$ cat config.mk
export PLATFORM = sky130hd
export DESIGN_NAME = fill_state_ctrl
export DESIGN_NICKNAME = d
export VERILOG_FILES = /design/src/rtl/fill_pkg.sv /design/src/rtl/fill_decide.sv /design/src/rtl/fill_ro_array.sv /design/src/rtl/fill_seq.sv /design/src/rtl/fill_state_ctrl.sv
export SDC_FILE = /design/constraint.sdc
export NUM_CORES = 1
export LEC_CHECK = 0
export ABC_CLOCK_PERIOD_IN_PS = 3000
export BUFFER_PORTS_ARGS = -buffer_cell sky130_fd_sc_hd__buf_2
export CAP_MARGIN = 20
export CORE_MARGIN = 8
export CORE_UTILIZATION = 52
export CTS_CLUSTER_DIAMETER = 50
export DETAILED_ROUTE_END_ITERATION = 10
export PLACE_DENSITY = 0.74
export SLEW_MARGIN = 30
export SYNTH_ARGS = -nofsm -noshare
export SYNTH_HDL_FRONTEND = slang
export SYNTH_SLANG_ARGS = --single-unit
$ cat constraint.sdc
create_clock -name clk -period 3 [get_ports clk]
set_input_delay 0.75 -clock clk [delete_from_list [all_inputs] [get_ports clk]]
set_output_delay 0.75 -clock clk [all_outputs]
set_load 0.02 [all_outputs]
$ cat src/rtl/fill_pkg.sv
package fill_pkg;

    typedef enum logic [1:0] {
        LS_INV = 2'd0,
        LS_SHR = 2'd1,
        LS_EXC = 2'd2,
        LS_MOD = 2'd3
    } line_st_t;

    typedef enum logic [1:0] {
        PH_IDLE = 2'd0,
        PH_KWIN = 2'd1,
        PH_SWIN = 2'd2
    } phase_t;

endpackage

$ cat src/rtl/fill_decide.sv
module fill_decide
    import fill_pkg::*;
(
    input  logic     is_write,
    input  logic     is_alloc,
    input  logic     is_data,
    input  logic     pend_ro,
    input  logic     mem_ro,
    input  logic     mem_ken,
    input  logic     ro_s,
    input  logic     ken_s,
    input  logic     mem_wt,
    input  logic     mem_dtm,
    input  logic     sector_mode,
    input  logic     stored_ro,
    output logic     ro_k,
    output logic     cpu_ken_k,
    output logic     rfo_k,
    output line_st_t st_s,
    output logic     fro_s,
    output logic     robit_s,
    output logic     perr_s,
    output logic     alloc_s
);

    // cacheability window part: live hints
    always_comb begin
        ro_k      = is_alloc ? pend_ro : mem_ro;
        cpu_ken_k = !is_write && mem_ken && !(is_data && ro_k);
        rfo_k     = is_write && mem_ken && !ro_k;
    end

    // snoop window part: sampled hints plus live state selects
    always_comb begin
        alloc_s = ken_s;
        fro_s   = ken_s && ro_s;
        if (!ken_s)
            st_s = LS_INV;
        else if (ro_s)
            st_s = LS_SHR;
        else if (is_alloc && mem_dtm)
            st_s = LS_MOD;
        else if (mem_wt)
            st_s = LS_SHR;
        else
            st_s = LS_EXC;
        perr_s  = ken_s && !ro_s && sector_mode && stored_ro &&
                  ((st_s == LS_EXC) || (st_s == LS_MOD));
        robit_s = fro_s || perr_s;
    end

endmodule

$ cat src/rtl/fill_ro_array.sv
module fill_ro_array #(
    parameter int LINES = 16,
    localparam int IDX_W = $clog2(LINES)
) (
    input  logic             clk,
    input  logic             rst_n,
    input  logic             sector_mode,
    input  logic             we,
    input  logic [IDX_W-1:0] widx,
    input  logic             wbit,
    input  logic [IDX_W-1:0] ridx,
    output logic             rbit,
    input  logic [IDX_W-1:0] lk_idx,
    output logic             lk_bit
);

    logic [LINES-1:0] bits_d, bits_q;
    logic [IDX_W-1:0] weff, reff, leff;

    function automatic logic [IDX_W-1:0] slot(input logic sm, input logic [IDX_W-1:0] i);
        logic [IDX_W-1:0] r;
        r = i;
        if (sm) r[0] = 1'b0;
        return r;
    endfunction

    always_comb begin
        weff   = slot(sector_mode, widx);
        reff   = slot(sector_mode, ridx);
        leff   = slot(sector_mode, lk_idx);
        rbit   = bits_q[reff];
        lk_bit = bits_q[leff];
    end

    for (genvar g = 0; g < LINES; g++) begin : g_bit
        assign bits_d[g] = (we && (weff == IDX_W'(g))) ? wbit : bits_q[g];
    end

    always_ff @(posedge clk) begin
        if (!rst_n) bits_q <= '0;
        else        bits_q <= bits_d;
    end

    AST_RO_BITS_HOLD: assert property (@(posedge clk) disable iff (!rst_n)
        !we |=> $stable(bits_q));

    AST_SECTOR_PAIR: assert property (@(posedge clk) disable iff (!rst_n)
        (sector_mode && we) |=> (bits_q[weff] == $past(wbit)));

endmodule

$ cat src/rtl/fill_seq.sv
module fill_seq
    import fill_pkg::*;
#(
    parameter int LINES = 16,
    localparam int IDX_W = $clog2(LINES)
) (
    input  logic             clk,
    input  logic             rst_n,
    input  logic             sector_mode,
    input  logic             cyc_start,
    input  logic             cyc_write,
    input  logic             cyc_alloc,
    input  logic             cyc_data,
    input  logic [IDX_W-1:0] cyc_line,
    input  logic             kwin_end,
    input  logic             mem_ken,
    input  logic             swin_end,
    input  logic             ro_k,
    input  logic             cpu_ken_k,
    input  logic             rfo_k,
    input  line_st_t         st_s,
    input  logic             fro_s,
    input  logic             robit_s,
    input  logic             perr_s,
    input  logic             alloc_s,
    output logic             write_q,
    output logic             alloc_q,
    output logic             data_q,
    output logic [IDX_W-1:0] line_q,
    output logic             pend_ro_q,
    output logic             ro_q,
    output logic             ken_q,
    output logic             arr_we,
    output logic             arr_bit,
    output logic             cpu_ken,
    output logic             rfo_req,
    output logic             fill_valid,
    output logic             fill_alloc,
    output line_st_t         fill_state,
    output logic             fill_ro,
    output logic             proto_err
);

    typedef struct packed {
        phase_t           phase;
        logic             write;
        logic             alloc;
        logic             data;
        logic [IDX_W-1:0] line;
        logic             ro;
        logic             ken;
        logic             pend_ro;
        logic             cpu_ken;
        logic             rfo;
        logic             fvalid;
        logic             falloc;
        line_st_t         fstate;
        logic             fro;
        logic             perr;
    } seq_t;

    seq_t r_d, r_q;
    logic kfire, sfire;

    always_comb begin
        kfire    = (r_q.phase == PH_KWIN) && kwin_end;
        sfire    = (r_q.phase == PH_SWIN) && swin_end;
        r_d      = r_q;
        r_d.rfo    = 1'b0;
        r_d.fvalid = 1'b0;
        r_d.perr   = 1'b0;
        unique case (r_q.phase)
            PH_IDLE: begin
                if (cyc_start) begin
                    r_d.phase   = PH_KWIN;
                    r_d.write   = cyc_write;
                    r_d.alloc   = cyc_alloc;
                    r_d.data    = cyc_data;
                    r_d.line    = cyc_line;
                    r_d.cpu_ken = 1'b0;
                end
            end
            PH_KWIN: begin
                if (kfire) begin
                    r_d.phase   = PH_SWIN;
                    r_d.ro      = ro_k;
                    r_d.ken     = mem_ken;
                    r_d.cpu_ken = cpu_ken_k;
                    r_d.rfo     = rfo_k;
                    if (r_q.write) r_d.pend_ro = ro_k;
                end
            end
            PH_SWIN: begin
                if (sfire) begin
                    r_d.phase = PH_IDLE;
                    if (!r_q.write) begin
                        r_d.fvalid = 1'b1;
                        r_d.falloc = alloc_s;
                        r_d.fstate = st_s;
                        r_d.fro    = fro_s;
                        r_d.perr   = perr_s;
                    end
                end
            end
            default: r_d.phase = PH_IDLE;
        endcase
        arr_we  = sfire && !r_q.write && r_q.ken;
        arr_bit = robit_s;
    end

    always_ff @(posedge clk) begin
        if (!rst_n) r_q <= '0;
        else        r_q <= r_d;
    end

    assign write_q    = r_q.write;
    assign alloc_q    = r_q.alloc;
    assign data_q     = r_q.data;
    assign line_q     = r_q.line;
    assign pend_ro_q  = r_q.pend_ro;
    assign ro_q       = r_q.ro;
    assign ken_q      = r_q.ken;
    assign cpu_ken    = r_q.cpu_ken;
    assign rfo_req    = r_q.rfo;
    assign fill_valid = r_q.fvalid;
    assign fill_alloc = r_q.falloc;
    assign fill_state = r_q.fstate;
    assign fill_ro    = r_q.fro;
    assign proto_err  = r_q.perr;

    AST_DATA_RO_NOKEN: assert property (@(posedge clk) disable iff (!rst_n)
        (kfire && r_q.data && ro_k) |=> !cpu_ken);

    AST_NO_RFO_ON_RO: assert property (@(posedge clk) disable iff (!rst_n)
        (kfire && ro_k) |=> !rfo_req);

    AST_KEN_HELD: assert property (@(posedge clk) disable iff (!rst_n)
        (r_q.phase != PH_KWIN && !(r_q.phase == PH_IDLE && cyc_start)) |=> $stable(cpu_ken));

    AST_RO_SHARED: assert property (@(posedge clk) disable iff (!rst_n)
        (fill_valid && fill_ro) |-> (fill_state == LS_SHR));

    AST_NOALLOC_INV: assert property (@(posedge clk) disable iff (!rst_n)
        (fill_valid && !fill_alloc) |-> (fill_state == LS_INV && !fill_ro));

    AST_PERR_SECTOR: assert property (@(posedge clk) disable iff (!rst_n)
        proto_err |-> (sector_mode && fill_valid && !fill_ro));

    AST_RFO_WRITE_ONLY: assert property (@(posedge clk) disable iff (!rst_n)
        rfo_req |-> r_q.write);

endmodule

$ cat src/rtl/fill_state_ctrl.sv
module fill_state_ctrl
    import fill_pkg::*;
#(
    parameter int LINES = 16,
    localparam int IDX_W = $clog2(LINES)
) (
    input  logic             clk,
    input  logic             rst_n,
    input  logic             sector_mode,
    input  logic             cyc_start,
    input  logic             cyc_write,
    input  logic             cyc_alloc,
    input  logic             cyc_data,
    input  logic [IDX_W-1:0] cyc_line,
    input  logic             kwin_end,
    input  logic             mem_ro,
    input  logic             mem_ken,
    input  logic             swin_end,
    input  logic             mem_wt,
    input  logic             mem_dtm,
    output logic             cpu_ken,
    output logic             rfo_req,
    output logic             fill_valid,
    output logic             fill_alloc,
    output logic [1:0]       fill_state,
    output logic             fill_ro,
    output logic             proto_err,
    input  logic [IDX_W-1:0] lk_line,
    output logic             lk_ro
);

    logic             write_q, alloc_q, data_q, pend_ro_q, ro_q, ken_q;
    logic [IDX_W-1:0] line_q;
    logic             ro_k, cpu_ken_k, rfo_k, fro_s, robit_s, perr_s, alloc_s;
    line_st_t         st_s, fstate;
    logic             arr_we, arr_bit, stored_ro;

    fill_decide u_decide (
        .is_write   (write_q),
        .is_alloc   (alloc_q),
        .is_data    (data_q),
        .pend_ro    (pend_ro_q),
        .mem_ro     (mem_ro),
        .mem_ken    (mem_ken),
        .ro_s       (ro_q),
        .ken_s      (ken_q),
        .mem_wt     (mem_wt),
        .mem_dtm    (mem_dtm),
        .sector_mode(sector_mode),
        .stored_ro  (stored_ro),
        .ro_k       (ro_k),
        .cpu_ken_k  (cpu_ken_k),
        .rfo_k      (rfo_k),
        .st_s       (st_s),
        .fro_s      (fro_s),
        .robit_s    (robit_s),
        .perr_s     (perr_s),
        .alloc_s    (alloc_s)
    );

    fill_seq #(.LINES(LINES)) u_seq (
        .clk        (clk),
        .rst_n      (rst_n),
        .sector_mode(sector_mode),
        .cyc_start  (cyc_start),
        .cyc_write  (cyc_write),
        .cyc_alloc  (cyc_alloc),
        .cyc_data   (cyc_data),
        .cyc_line   (cyc_line),
        .kwin_end   (kwin_end),
        .mem_ken    (mem_ken),
        .swin_end   (swin_end),
        .ro_k       (ro_k),
        .cpu_ken_k  (cpu_ken_k),
        .rfo_k      (rfo_k),
        .st_s       (st_s),
        .fro_s      (fro_s),
        .robit_s    (robit_s),
        .perr_s     (perr_s),
        .alloc_s    (alloc_s),
        .write_q    (write_q),
        .alloc_q    (alloc_q),
        .data_q     (data_q),
        .line_q     (line_q),
        .pend_ro_q  (pend_ro_q),
        .ro_q       (ro_q),
        .ken_q      (ken_q),
        .arr_we     (arr_we),
        .arr_bit    (arr_bit),
        .cpu_ken    (cpu_ken),
        .rfo_req    (rfo_req),
        .fill_valid (fill_valid),
        .fill_alloc (fill_alloc),
        .fill_state (fstate),
        .fill_ro    (fill_ro),
        .proto_err  (proto_err)
    );

    fill_ro_array #(.LINES(LINES)) u_roarr (
        .clk        (clk),
        .rst_n      (rst_n),
        .sector_mode(sector_mode),
        .we         (arr_we),
        .widx       (line_q),
        .wbit       (arr_bit),
        .ridx       (line_q),
        .rbit       (stored_ro),
        .lk_idx     (lk_line),
        .lk_bit     (lk_ro)
    );

    assign fill_state = fstate;

endmodule

After elaboration in Yosys (flattened, before gate mapping)
Index checks and enable logic that the tools add are counted.
{"block": "word_totals", "ff_bits": 36, "input_bits": 21, "output_inout_bits": 9, "wordCells": 127}
{"block": "op_classes", "magnitude_cmp": 2, "n_eq_ne": 22, "muxes": 19, "bitwise": 4, "n_reduce_logical": 49}
{"operator": "equality test 4 bit (second input constant)", "count": 8}
{"operator": "logical AND 1 bit", "count": 31}
{"operator": "AND reduction 3 bit", "count": 6}
{"operator": "equality test 4 x 3 -> 1 bit (second input constant)", "count": 4}
{"operator": "two-way mux 2 bit", "count": 7}
{"operator": "< comparator 4 x 5 -> 1 bit (second input constant)", "count": 2}
{"operator": "two-way mux 9 bit", "count": 1}
{"operator": "binary-select mux 1 bit (select 4 bit)", "count": 2}
{"operator": "equality test 4 x 2 -> 1 bit (second input constant)", "count": 2}
{"operator": "equality test 2 bit (second input constant)", "count": 3}
{"operator": "two-way mux 1 bit", "count": 6}
{"operator": "two-way mux 6 bit", "count": 1}
{"operator": "one-hot mux 2 bit (3 select lines)", "count": 1}
{"operator": "equality test 4 x 1 -> 1 bit (second input constant)", "count": 1}
{"operator": "logical NOT 1 bit", "count": 4}
{"operator": "logical NOT 4 bit", "count": 1}
{"operator": "inequality test 2 x 1 -> 1 bit (second input constant)", "count": 2}
{"operator": "inverter 1 bit", "count": 4}
{"operator": "AND reduction 2 bit", "count": 2}
{"operator": "OR reduction 4 bit", "count": 1}
{"operator": "equality test 2 x 1 -> 1 bit (second input constant)", "count": 1}
{"operator": "logical NOT 2 bit", "count": 1}
{"operator": "logical OR 1 bit", "count": 2}
{"operator": "inequality test 2 bit (second input constant)", "count": 1}
{"operator": "2 further kinds", "count": 2}

Longest topological paths before layout
Gate-level depths: netlist (run 1).
{"block": "depth", "depth_word": 8, "depth_mapped": 6, "depth_no_buf": 4}

Modules after synthesis
A second synthesis (run 1) with hierarchy kept.
{"block": "unflattened", "cells_unflattened": 207, "hier_area_um2": 1989.4}
{"module": "fill_ro_array", "instances": 1, "cells_per_inst": 113, "area_each_um2": 1052.3, "seq_area_each_um2": 320.3}
{"module": "fill_seq", "instances": 1, "cells_per_inst": 80, "area_each_um2": 837.1, "seq_area_each_um2": 400.4}
{"module": "fill_decide", "instances": 1, "cells_per_inst": 14, "area_each_um2": 100.1, "seq_area_each_um2": 0.0}

Least setup slack after synthesis (run 1)
OpenSTA, ideal clock, no wires.
{"block": "synth_timing", "path_kind": "input -> output", "from": "input port lk_line[0]", "to": "output port lk_ro", "arrival_ns": 2.063, "required_time_ns": 2.250, "path_slack_ns": 0.187, "cell_stages": 3, "n_path_buf": 0, "path_cell_list": "nor2b_2 -> mux4_1 -> mux4_2"}
{"block": "synth_between", "elab_chain_len": 3}
{"item": "start: declaration", "line_no": "fill_state_ctrl.sv:28", "source": "input logic [IDX_W-1:0] lk_line,"}
{"item": "two-way mux 1 bit", "line_no": "fill_ro_array.sv:23", "source": "if (sm) r[0] = 1'b0;"}
{"item": "binary-select mux 1 bit (select 4 bit)", "line_no": "fill_ro_array.sv:32", "source": "lk_bit = bits_q[leff];"}
{"item": "two-way mux 1 bit (implied by the code)", "line_no": "fill_ro_array.sv:32"}
{"item": "end: declaration", "line_no": "fill_state_ctrl.sv:29", "source": "output logic lk_ro"}
No other way between the ends. The select of a mux whose other input is x is not followed.

Final worst setup path (run 1)
{"block": "layout_timing", "from": "input port sector_mode", "to": "output port lk_ro"}
{"block": "layout_between", "elab_chain_len": 3}
{"item": "start: declaration", "line_no": "fill_state_ctrl.sv:9", "source": "input logic sector_mode,"}
{"item": "two-way mux 1 bit", "line_no": "fill_ro_array.sv:23"}
{"item": "binary-select mux 1 bit (select 4 bit)", "line_no": "fill_ro_array.sv:32"}
{"item": "two-way mux 1 bit (implied by the code)", "line_no": "fill_ro_array.sv:32"}
No other way between the ends. The select of a mux whose other input is x is not followed.

==> results of run 1 <==
placed cells by master, fill, tap and decap left out, drive strengths merged, types with 3 or more instances in the layout:
cell type and instances:
nand2b 5, nor3b 4, nor3 3, a211oi 4, a21oi 7, a22oi 6, mux4 9, dfxtp 36
nand3 9, o21ai 6, mux2i 8, inv 4, o211ai 8, nor2 6, clkbuf 6, nand2 19
buf 33, a21boi 4, o31ai 14, nor2b 11
through the flow:
step | cell area [um^2] | worst slack, ns | util
floorplan | 1880 | 0.187 | -
global placement | 2040 | -0.0166 | 0.570
detailed placement | 2040 | -0.0679 | 0.570
CTS | 2080 | 0.0151 | 0.580
global route | 2090 | 0.00720 | 0.585
finish | 2090 | 0.0594 | 0.585
kinds of logic (layout without fill, tap and decap cells):
family,after synthesis,in the layout,synth area share
and+or+nand+nor,69,69,0.203
buffers and inverters,20,44,0.0479
AOI/OAI and AO/OA,54,54,0.201
DFF,36,36,0.383
muxes,18,18,0.164
routing by layer:
metal  vias up  track usage  routed length [um]
met5         -            0                   0
met4         0       0.0692                  42
met3         6       0.0495                 424
met2        76        0.238                2030
met1       767        0.209                2050
li1        791            -                   -
final timing paths:
path | slack, ns | endpoint | cells after the start | startpoint
setup / recovery | 0.06 | lk_ro | 5 | sector_mode
hold / removal | 0.47 | u_seq.fill_alloc$_SDFFE_PN0P_ | 2 | u_seq.fill_alloc$_SDFFE_PN0P_
setup reg to reg | 1.21 | u_seq.proto_err$_SDFF_PP0_ | 4 | u_seq.line_q[0]$_SDFFE_PN0P_
hold reg to reg | 0.47 | u_seq.fill_alloc$_SDFFE_PN0P_ | 2 | u_seq.fill_alloc$_SDFFE_PN0P_
cell type report:
| class | count | area, um^2 |
|---|---|---|
| fillers | 329 | 1480 |
| inverters | 4 | 15.0 |
| clock inverters | 1 | 5.00 |
| well taps | 48 | 60.1 |
| repair buffers | 33 | 194 |
| clock buffers | 6 | 41.3 |
| flip-flops and latches | 36 | 721 |
| multi-input cells | 141 | 1060 |
critical path: stages:
cell and delay, ns:
buf_6 0.10, nor2b_4 0.18, mux4_2 0.52, mux4_2 0.49, buf_6 0.15
what timing repair did:
| item | 4_1_cts | 5_1_grt |
|---|---|---|
| gates resized for setup | 5 | 5 |
| endpoints found under the setup margin | 1 | 1 |
| hold buffers | 0 | 0 |
registers in the layout, indices dropped and copies added, names as in the netlist, 2 cells and up:
register          count
u_seq.line_q          4
u_roarr.bits_q       16
u_seq.r_q             2
u_seq.fill_state      2
power breakdown:
part | internal [uW] | switching, uW | total [uW]
logic | 42.4 | 48.5 | 91.0
clock network | 86.3 | 164 | 250
registers | 488 | 12.3 | 500
total | 616 | 224 | 841
==> flow_summary.toml, run 1 <==
[detailed_routing]
routed-via-count = 1640
firstDrtPassIters = 4
ant_nets = 0
drcViolationCount = 0
routedWlPerCell_um = 16.9
drt_wl_total_um = 4550
vias_per_cell = 6.10
drtIter0Drc = 162

[yosys]
netlist_area_mm2 = 0.00188
synth_nets = 218
synth_cells = 197
ys_warn_count = 0
synth_top_area_share = 0.383
ys_ff_latch = 36
synth-async-reset-ratio = 0
synthFlopType = "dfxtp_1"
yosysSeqAreaShare = 0.383
synth_area_leaders = "dfxtp_1 (38%), mux4_2 (6.0%), mux4_1 (5.6%)"
synth_common_cells = "dfxtp_1 (36), nand2_1 (19), o31ai_1 (14)"
synth_edf_count = 0
synth_most_common_cell = "dfxtp_1"
ys_types = 41
avgSynthCellArea_um2 = 9.54
synth_top_area_cell = "dfxtp_1"

[sta]
finalSetupViolCount = 0
fin_crit_ns = 2.94
max_freq_mhz = 340
period_share = 0.980
rsz0062_at_grt = "false"
slew_violations = 0
tightest_slew_ns = 0.650
finalHoldViolCount = 0
fin_skew_ns = 0.00831
max-slew-margin-rel = 0.566
hold_slack_ns = 0.472
tns_ns = 0

[critical_path]
critPathMaxFanout = 4
critPathKind = "in -> out"
cp.required_ns = 2.25
start_kind = "primary input"
endpoint_kind = "output pin"
worstPathArrival_ns = 2.19

[die]
initial_core_util = 0.525
core_mm2 = 0.00358
io_pins = 30
fp.dieArea_mm2 = 0.00579
die_h_um = 76.1
die_w_um = 76.1
rows = 22

[power_and_ir_drop]
total_power_uw = 841
ir_worst_vdd_uv = 255
p_leak_uw = 0.000730
power_density_mw_per_mm2 = 401

[place]
place_congestion = 0.859
dp.cells = 262
dp_hpwl_um = 3270
port_buffers = 29

[clock_tree]
clk_pin_slew_ns = 0.10
cts_max_path_buffers = 2
cts_tree = "yes"
cts.sinks = 36
cts_post_setup_buffers_inserted = 0
clkLatencyLatePin_ns = 0.35
cts_root_buf = "clkbuf_4"
h-tree-depth = 2
cts_buffers = 5

[layout]
antennaDiodeCount = 0
synthToLayoutAreaGrowth_pct = 11.5
finalNonFillerCells = 269
nNetsFinal = 242
drive_above_1_share = 0.240

[outcome]
status = "complete, no violations"

[global_routing]
grt_pass1_vias = 1572
grt.overflow.total = 0
grt_max_degree = 24
grt_pass1_wl_um = 7590
grtUsageTotal = 0.161
antenna_found_initial = 0

[worst_hold_path]
holdCritPathClass = "reg -> reg"

[flow_run]
maxCapViolCount = 0
Power figures use the tool's default switching activity.
==> run 2: changes to the inputs <==
--- a/config.mk
+++ b/config.mk
@@ -13,6 +13,7 @@
 export CTS_CLUSTER_DIAMETER = 50
 export DETAILED_ROUTE_END_ITERATION = 10
 export PLACE_DENSITY = 0.74
+export RECOVER_POWER = 25
 export SLEW_MARGIN = 30
 export SYNTH_ARGS = -nofsm -noshare
 export SYNTH_HDL_FRONTEND = slang
==> flow_summary.toml, run 2 (same netlist as run 1, synthesis figures left out) <==
[outcome]
status = "complete, no violations"

[power_and_ir_drop]
total_power_uw = 839
p_leak_uw = 0.000722
power_density_mw_per_mm2 = 402
ir_worst_vdd_uv = 255

[sta]
max_freq_mhz = 340
fin_skew_ns = 0.00591
fin_ws_ns = 0.0613
slew_violations = 0
hold_slack_ns = 0.475
tightest_slew_ns = 0.897
period_share = 0.980
fin_crit_ns = 2.94
rsz0062_at_grt = "false"
max-slew-margin-rel = 0.402
finalHoldViolCount = 0
finalSetupViolCount = 0

[detailed_routing]
ant_nets = 0
vias_per_cell = 6.11
routedWlPerCell_um = 16.8
drt_wl_total_um = 4520
routed-via-count = 1644
drtIter0Drc = 160
firstDrtPassIters = 4
drcViolationCount = 0

[global_routing]
grt_pass1_vias = 1572
grt_max_degree = 24
antenna_found_initial = 0
grtUsageTotal = 0.161
grt_pass1_wl_um = 7590
grt.overflow.total = 0

[layout]
final_common_cell = "dfxtp_1"
regMostFlops = "u_roarr.bits_q"
nNetsFinal = 242
mostFrequentLayoutCells = "dfxtp_1 (36), buf_2 (25), nand2_1 (19), o31ai_1 (14), nor2b_1 (10)"
final_design_area_no_fill_mm2 = 0.00209
drive_above_1_share = 0.231
antennaDiodeCount = 0
largest_reg_flops = 16
finalCoreUtilization = 0.584
synthToLayoutAreaGrowth_pct = 11.2

[critical_path]
r2r_setup_slack_ns = 1.21
crit_family = "multiplexers"
critPathKind = "in -> out"
worst-path-stages = 5
timing.rr.start = "u_seq.line_q[0]$_SDFFE_PN0P_"
endpoint_kind = "output pin"
r2r_cells = 4
path_cells = "buf_6, nor2b_4, mux4_2, mux4_2, buf_6"
r2r_end = "u_seq.proto_err$_SDFF_PP0_"
start_kind = "primary input"
critPathMaxFanout = 4
worstPathArrival_ns = 2.19
cp_num_buf_inv = 2
cp_slowest_stage_delay_ns = 0.53
crit_slowest_cell = "mux4_2"
cp.required_ns = 2.25

[die]
rows = 22
die_h_um = 76.1
die_w_um = 76.1
io_pins = 30
fp.dieArea_mm2 = 0.00579
core_mm2 = 0.00358
initial_core_util = 0.525

[clock_tree]
clk_pin_slew_ns = 0.10
cts_tree = "yes"
cts_root_buf = "clkbuf_4"
h-tree-depth = 2
cts.sinks = 36
clkLatencyLatePin_ns = 0.35
cts_buffers = 5
cts_max_path_buffers = 2

[worst_hold_path]
holdCritPathClass = "reg -> reg"
whs_path_depth = 2
holdPathEnd = "u_seq.fill_alloc$_SDFFE_PN0P_"
min_from = "u_seq.fill_alloc$_SDFFE_PN0P_"

[place]
dpl_cell_area_mm2 = 0.00204
port_buffers = 29
place_ws_ns = -0.0679
place_congestion = 0.859
dp_hpwl_um = 3270

[flow_run]
maxCapViolCount = 0
run 2: cell types whose count changed in the layout (fill, tap and decap cells not counted):
cell and delta:
buf_2 -1, and2_1 -1, and2_0 +1, buf_4 -1
clkbuf_1 +2
run 2: through the flow:
stage                     std cells  TNS (ns)
after floorplan                 197         0
after global placement          262   -0.0166
after detailed placement        262   -0.0679
after CTS                       269         0
after global routing            269         0
final                           269         0
run 2: report_power, final:
part | switching (uW) | total, uW | leakage [uW] | internal, uW
registers | 12.3 | 500 | 0.000292 | 488
clock network | 163 | 249 | 0.0000281 | 86.3
logic | 48.4 | 90.2 | 0.000403 | 41.8
total | 224 | 839 | 0.000722 | 616
run 2: worst max path at each step:
stage	start	to
final	sector_mode	lk_ro
after global routing	sector_mode	lk_ro
after CTS	sector_mode	lk_ro
after detailed placement	sector_mode	lk_ro
after global placement	sector_mode	lk_ro
after floorplan	lk_line[0]	lk_ro
run 2: cell type report:
class	instances	area [um^2]
fill	332	1490
clock inverter	1	5.00
inverter	4	15.0
sequential	36	721
timing repair buffer	33	189
tap	48	60.1
multi-input combinational	141	1060
clock buffer	6	41.3
run 2: tightest hold or removal path: stages, from the launching register on:
cell and delay [ns]:
dfxtp_1 0.32, nand2_1 0.05, a21boi_0 0.06
run 2: layer usage:
layer  up-vias  wire, um  track usage
met1       774      2050        0.209
li1        791         -            -
met4         0        68       0.0692
met2        71      2010        0.238
met3         8       393       0.0495
met5         -         0            0
run 2: repair_timing:
item | 4_1_cts | 5_1_grt
resized for setup | 5 | 5
buffers inserted | 0 | 0
hold buffers | 0 | 0
pin swaps | 0 | 0
endpoints found under the setup margin | 1 | 1
